===== config.mk =====
export PLATFORM = sky130hd
export DESIGN_NAME = shift_unit
export DESIGN_NICKNAME = d
export VERILOG_FILES = /design/src/rtl/shift_pkg.sv /design/src/rtl/shift_decode.sv /design/src/rtl/shift_amount_sel.sv /design/src/rtl/shift_core.sv /design/src/rtl/shift_unit.sv
export SDC_FILE = /design/constraint.sdc
export NUM_CORES = 1
export LEC_CHECK = 0
export CAP_MARGIN = 20
export CELL_PAD_IN_SITES_DETAIL_PLACEMENT = 1
export CELL_PAD_IN_SITES_GLOBAL_PLACEMENT = 2
export CORE_MARGIN = 4
export CORE_UTILIZATION = 30
export DETAILED_ROUTE_END_ITERATION = 10
export DONT_BUFFER_PORTS = 1
export PLACE_DENSITY_LB_ADDON = 0.25
export SYNTH_ARGS = -nofsm -noshare
export SYNTH_HDL_FRONTEND = slang
export SYNTH_HIERARCHICAL = 1
export SYNTH_SLANG_ARGS = --single-unit
export TNS_END_PERCENT = 100

===== constraint.sdc =====
create_clock -name clk -period 5.9 [get_ports clk]
set_clock_uncertainty 0.05 [all_clocks]
set_input_delay 1.475 -clock clk [delete_from_list [all_inputs] [get_ports clk]]
set_output_delay 1.475 -clock clk [all_outputs]
set_load 0.005 [all_outputs]

===== src/rtl/shift_pkg.sv =====
package shift_pkg;
  localparam int INSTR_W = 32;
  localparam logic [5:0] FN_SLL  = 6'h00;
  localparam logic [5:0] FN_SRL  = 6'h02;
  localparam logic [5:0] FN_SRA  = 6'h03;
  localparam logic [5:0] FN_SLLV = 6'h04;
  localparam logic [5:0] FN_SRLV = 6'h06;
  localparam logic [5:0] FN_SRAV = 6'h07;

  typedef enum logic [1:0] {
    KIND_LL = 2'd0,
    KIND_RL = 2'd1,
    KIND_RA = 2'd2
  } shift_kind_e;

  typedef struct packed {
    logic        hit;
    logic        from_reg;
    shift_kind_e kind;
  } shift_dec_t;
endpackage


===== src/rtl/shift_decode.sv =====
module shift_decode
  import shift_pkg::*;
(
  input  logic       valid,
  input  logic [5:0] opcode,
  input  logic [5:0] funct,
  output shift_dec_t dec
);
  always_comb begin
    dec.hit      = 1'b0;
    dec.from_reg = 1'b0;
    dec.kind     = KIND_LL;
    if (valid && opcode == 6'd0) begin
      unique case (funct)
        FN_SLL:  begin dec.hit = 1'b1; dec.kind = KIND_LL; end
        FN_SRL:  begin dec.hit = 1'b1; dec.kind = KIND_RL; end
        FN_SRA:  begin dec.hit = 1'b1; dec.kind = KIND_RA; end
        FN_SLLV: begin dec.hit = 1'b1; dec.kind = KIND_LL; dec.from_reg = 1'b1; end
        FN_SRLV: begin dec.hit = 1'b1; dec.kind = KIND_RL; dec.from_reg = 1'b1; end
        FN_SRAV: begin dec.hit = 1'b1; dec.kind = KIND_RA; dec.from_reg = 1'b1; end
        default: ;
      endcase
    end
  end
endmodule


===== src/rtl/shift_amount_sel.sv =====
module shift_amount_sel #(
  parameter int CNT_W = 5
) (
  input  logic             from_reg,
  input  logic [4:0]       field_cnt,
  input  logic [CNT_W-1:0] reg_cnt,
  output logic [CNT_W-1:0] amount
);
  always_comb begin
    amount = from_reg ? reg_cnt : CNT_W'(field_cnt);
  end
endmodule


===== src/rtl/shift_core.sv =====
module shift_core
  import shift_pkg::*;
#(
  parameter int DATA_W = 32,
  localparam int CNT_W = $clog2(DATA_W)
) (
  input  shift_kind_e       kind,
  input  logic [CNT_W-1:0]  amount,
  input  logic [DATA_W-1:0] operand,
  output logic [DATA_W-1:0] result
);
  logic              go_left;
  logic              fill;
  logic [DATA_W-1:0] flipped_in;
  logic [DATA_W-1:0] flipped_out;
  logic [DATA_W-1:0] stage [0:CNT_W];

  assign go_left = (kind == KIND_LL);
  assign fill    = (kind == KIND_RA) & operand[DATA_W-1];

  // Left shifts reuse the right-shift ladder on a bit-reversed word.
  for (genvar b = 0; b < DATA_W; b++) begin : g_rev
    assign flipped_in[b]  = operand[DATA_W-1-b];
    assign flipped_out[b] = stage[CNT_W][DATA_W-1-b];
  end

  assign stage[0] = go_left ? flipped_in : operand;

  for (genvar s = 0; s < CNT_W; s++) begin : g_stage
    localparam int SH = 1 << s;
    assign stage[s+1] = amount[s] ? {{SH{fill}}, stage[s][DATA_W-1:SH]} : stage[s];
  end

  assign result = go_left ? flipped_out : stage[CNT_W];

  logic [DATA_W-1:0] low_mask;
  assign low_mask = (DATA_W'(1) << amount) - DATA_W'(1);

  always_comb begin
    assert_zero_count_pass_R10: assert (amount != '0 || result == operand);
    assert_left_low_zero_R4: assert (!go_left || (result & low_mask) == '0);
    assert_rl_top_clear_R5: assert (kind != KIND_RL || amount == '0 || !result[DATA_W-1]);
    assert_ra_sign_kept_R6: assert (kind != KIND_RA || result[DATA_W-1] == operand[DATA_W-1]);
  end
endmodule


===== src/rtl/shift_unit.sv =====
module shift_unit
  import shift_pkg::*;
#(
  parameter int DATA_W = 32,
  localparam int CNT_W = $clog2(DATA_W)
) (
  input  logic               clk,
  input  logic               rst,
  input  logic               valid_in,
  input  logic [INSTR_W-1:0] instr_in,
  input  logic [DATA_W-1:0]  rs_val,
  input  logic [DATA_W-1:0]  rt_val,
  output logic [DATA_W-1:0]  result_out,
  output logic               is_shift_out
);
  shift_dec_t        dec;
  logic [CNT_W-1:0]  amount;
  logic [DATA_W-1:0] shifted;
  logic              unused_fields;

  assign unused_fields = ^{instr_in[25:11], rs_val[DATA_W-1:CNT_W]};

  shift_decode u_decode (
    .valid  (valid_in),
    .opcode (instr_in[31:26]),
    .funct  (instr_in[5:0]),
    .dec    (dec)
  );

  shift_amount_sel #(.CNT_W(CNT_W)) u_amount (
    .from_reg  (dec.from_reg),
    .field_cnt (instr_in[10:6]),
    .reg_cnt   (rs_val[CNT_W-1:0]),
    .amount    (amount)
  );

  shift_core #(.DATA_W(DATA_W)) u_core (
    .kind    (dec.kind),
    .amount  (amount),
    .operand (rt_val),
    .result  (shifted)
  );

  always_ff @(posedge clk) begin
    if (rst) begin
      result_out   <= '0;
      is_shift_out <= 1'b0;
    end else begin
      result_out   <= dec.hit ? shifted : '0;
      is_shift_out <= dec.hit;
    end
  end

  assert_flag_needs_valid_R2: assert property (@(posedge clk) disable iff (rst)
    is_shift_out |-> ($past(valid_in) && $past(instr_in[31:26]) == 6'd0));
  assert_idle_result_zero_R3: assert property (@(posedge clk) disable iff (rst)
    !is_shift_out |-> result_out == '0);
  assert_reset_clears_R1: assert property (@(posedge clk)
    $past(rst) |-> (!is_shift_out && result_out == '0));
endmodule


# Yosys cells after proc, flatten, opt, wreduce, memory -nomap -nowiden
# Index checks and enable logic that the tools add are counted.
# op_classes
n_eq_ne,6
muxes,12
bitwise_logic,2
n_reduce_logical,9
# op_table
cell,n
$mux W32,7
$eq A6 B3 Y1 const B,3
$eq A6 B2 Y1 const B,2
$logic_not A6 Y1,2
$reduce_or A2 Y1,3
$reduce_or A6 Y1,1
$mux W5,1
$mux W4,1
$pmux W2 S2,1
$reduce_or A3 Y1,1
$eq A2 B2 Y1 const B,1
$logic_not A2 Y1,1
$mux W1,2
$and A1 B1 Y1,1
$logic_and A1 B1 Y1,1
$not A1 Y1,1
# word_totals
ff_bits,33
in_bits,99
out_inout_bits,33
word_cells,31

# Depth between registers and ports, before layout
# logic_depth
ltp_word,12
ltp_mapped,13
mapped_depth_nobuf,11

# Hierarchy
# The synthesis kept the hierarchy.
# by_module_without_submodules
module,instances,cells_each,area_each_um2,seq_area_each_um2
shift_core,1,357,2851.5,0.0
shift_unit,1,72,977.2,660.6
shift_decode,1,12,71.3,0.0
shift_amount_sel,1,5,56.3,0.0

# Worst setup path before layout
# No wires, ideal clock.
# synth_path
path_type,in2reg
from,in instr_in[27]
to,reg result_out[26]
setup_time_ps,116
arrival_ps,4616
required_time_ps,5734
setup_slack_ps,1118
cell_stages,12
n_path_buf,2
cell_sequence,nor4_1 nand2_1 nor3_1 mux2_2 clkbuf_1 buf_1 mux4_2 mux4_2 a32o_1 nor3_1 a22oi_1 and3b_1
# synth_rtl
item,line_no,rtl
from (decl),shift_unit.sv:10,"input logic [INSTR_W-1:0] instr_in,"
to (signal assigned),shift_unit.sv:49,result_out <= dec.hit ? shifted : '0;
to (decl),shift_unit.sv:13,"output logic [DATA_W-1:0] result_out,"

==> results.toml <==
[logic_synthesis]
syn-instance-count = 446
yosysSeqAreaShare_pct = 16.7
yosysMostFrequentCell = "nand2_1"
netlist_area_um2 = 3960
synth_top_area_share_pct = 21.1
synth_async_sr_flop_share_pct = 0
synth_edf_count = 0
synth_cell_types = 62
yosys_warnings = 6
synth.ff_latch_count = 33
ys_top_cells_by_count = "47 x nand2_1, 37 x mux4_2, 37 x nor2_1, 33 x dfxtp_1, 32 x and3b_1"
synth_top_flop_cell = "dfxtp_1"
netlist.top_cell.by_area = "mux4_2"
syn_area_per_cell_um2 = 8.87
synthTopCellsByArea = "mux4_2 21%, dfxtp_1 17%, and3b_1 7.1%"
synthesis.nets = 545

[routing]
wl_per_cell_um = 25.3
drt-pass1-iter-count = 5
vias = 3930
ant_nets = 0
drt-total-wl_um = 15300
drcViolationCount = 0
drtIter0Drc = 324
viasPerCell = 6.51

[power]
cellPowerDensity_nw_per_um2 = 177
irDropWorstVdd_mv = 0.0851
p_leak_nw = 1.67
p_total_mw = 0.760

[global_routing]
grt_pass1_vias = 3998
grt-ovfl-total = 0
grt_first_pass_wirelength_um = 23400
grt_max_degree = 34
grt_usage_pct = 20.4
antenna_found_initial = 0

[floorplan]
dieArea_um2 = 15100
num_rows = 41
coreArea_um2 = 12800
dieHeight_um = 123
io_pins = 132
die_w_um = 123
initial_core_util_pct = 31.0

[min_path]
hp-class = "in2reg"
holdCritStartpoint = "rst"
holdPathEnd = "is_shift_out$_SDFF_PP0_"
hold_depth = 1

[cts]
cts_tree = "done"
clkSlewWorstSetupHoldPaths_ps = 50
cts_hold_repair.buffers = 0
cts_sinks = 33
cts_made_buffers = 5
clockBufferDepth = 2
cts_resized = 0
post_cts_buffers = 0
h-tree-depth = 2
cts_root_buf = "clkbuf_16"

[sta]
post-route-period-util_pct = 82.7
slew_headroom_pct = 56.6
finalHoldViolations = 0
min_period_ps = 4880
fmax_ghz = 0.205
hold_ws_ps = 1240
setup_tns_ps = 0
finalSetupViolations = 0
maxSlewViolCount = 0
worst_pin_slew_ps = 649
rsz0062_at_grt = "no"

[final_layout]
fin_util_pct = 33.6
nets = 530
synthToLayoutAreaGrowth_pct = 8.48
final_layout_size_suffix_gt1_share_pct = 19.0
final_area_um2 = 4290
diodes = 0
fillCellCount = 1500

[critical_path]
cp.arrival_ps = 5000
critPathMaxFanout = 29
critPathRequiredTime_ps = 6020
crit_type = "in2reg"
start_kind = "input pin"
crit_path_end_kind = "flip-flop"

[placed_design]
dpl-instance-area_um2 = 4120
dp_hpwl_um = 11900
gp_congestion = 0.895
port_buffers = 0

[status]
status = "finished clean"

[flow_run]
max_cap_violations = 0
==> cell usage in the layout, fill, tap and decap left out, types with 3 or more instances in the layout <==
cell,netlist,final
a211oi_1,9,9
a21oi_1,19,19
a221oi_1,3,3
a22oi_1,17,17
a31oi_1,5,5
a32oi_1,4,4
and3_1,3,3
and3b_1,32,32
buf_4,0,17
clkbuf_16,0,5
dfxtp_1,33,33
inv_1,8,8
mux2_2,9,9
mux2i_1,25,25
mux4_1,4,4
mux4_2,37,37
nand2_1,47,47
nand3_1,5,5
nand3b_1,4,4
nor2_1,37,37
nor3_1,8,8
o211ai_1,5,5
o21ai_0,21,21
o221ai_1,3,3
o22ai_1,12,12
o311ai_0,3,3
o31ai_1,6,6
o32ai_1,6,6
or2_2,4,5
==> final cells by class <==
type                       instances  area (um^2)  share of cell area [%]
multi-input combinational        363         3070                    71.6
sequential                        33          661                    15.4
tap                              172          215                    5.01
clock buffer                       7          143                    3.32
timing repair buffer              17          128                    2.97
inverter                          11         41.3                   0.962
clock inverter                     1         30.0                   0.700
==> logic make-up after synthesis <==
| group | Yosys count | share of synthesized area, % |
|---|---|---|
| and+or+nand+nor | 157 | 22.0 |
| buffers and inverters | 50 | 5.72 |
| DFF | 33 | 16.7 |
| AOI/OAI and AO/OA | 131 | 23.0 |
| muxes | 75 | 32.6 |
==> state kept, by name (all words and copies together) (netlist names) <==
signal	flops
is_shift_out	1
result_out	32
==> per-stage QoR <==
stage                     cells  worst slack, ps
final                       604             1020
after global routing        604              674
after CTS                   604             1000
after detailed placement    596              713
after global placement      596              751
after floorplan             446             1120
==> metal layers <==
| metal | routed length (um) | share of wire (%) | track usage [%] | vias to the layer above |
|---|---|---|---|---|
| met2 | 7380 | 48 | 33.8 | 201 |
| met5 | 0 | 0 | 0 | - |
| met4 | 388 | 2.5 | 6.30 | 0 |
| met3 | 1190 | 7.8 | 3.73 | 29 |
| met1 | 6320 | 41 | 27.0 | 1952 |
| li1 | - | - | - | 1748 |
==> worst max-delay path by stage <==
stage	end	startpoint	slack [ps]
final	result_out[29]$_SDFF_PP0_	valid_in	1020
after global routing	result_out[26]$_SDFF_PP0_	instr_in[27]	670
after floorplan	result_out[26]$_SDFF_PP0_	instr_in[27]	1120
after CTS	result_out[29]$_SDFF_PP0_	valid_in	1000
after global placement	result_out[29]$_SDFF_PP0_	valid_in	750
after detailed placement	result_out[29]$_SDFF_PP0_	valid_in	710
==> report_power, final <==
part	total (mW)	switching [mW]	internal, mW
clock network	0.301	0.0904	0.211
logic	0.235	0.142	0.0937
registers	0.223	0.0000214	0.223
==> worst max-delay path, stage by stage <==
cell and delay, ps:
nor4b_2 130, nand2_1 120, and4bb_1 260, buf_4 200, nor2_4 480, buf_4 460, mux4_2 610, a21oi_1 380
nor3_1 120, nor4_2 420, mux2i_1 150, and3b_1 200
(Power assumes the default switching activity.)
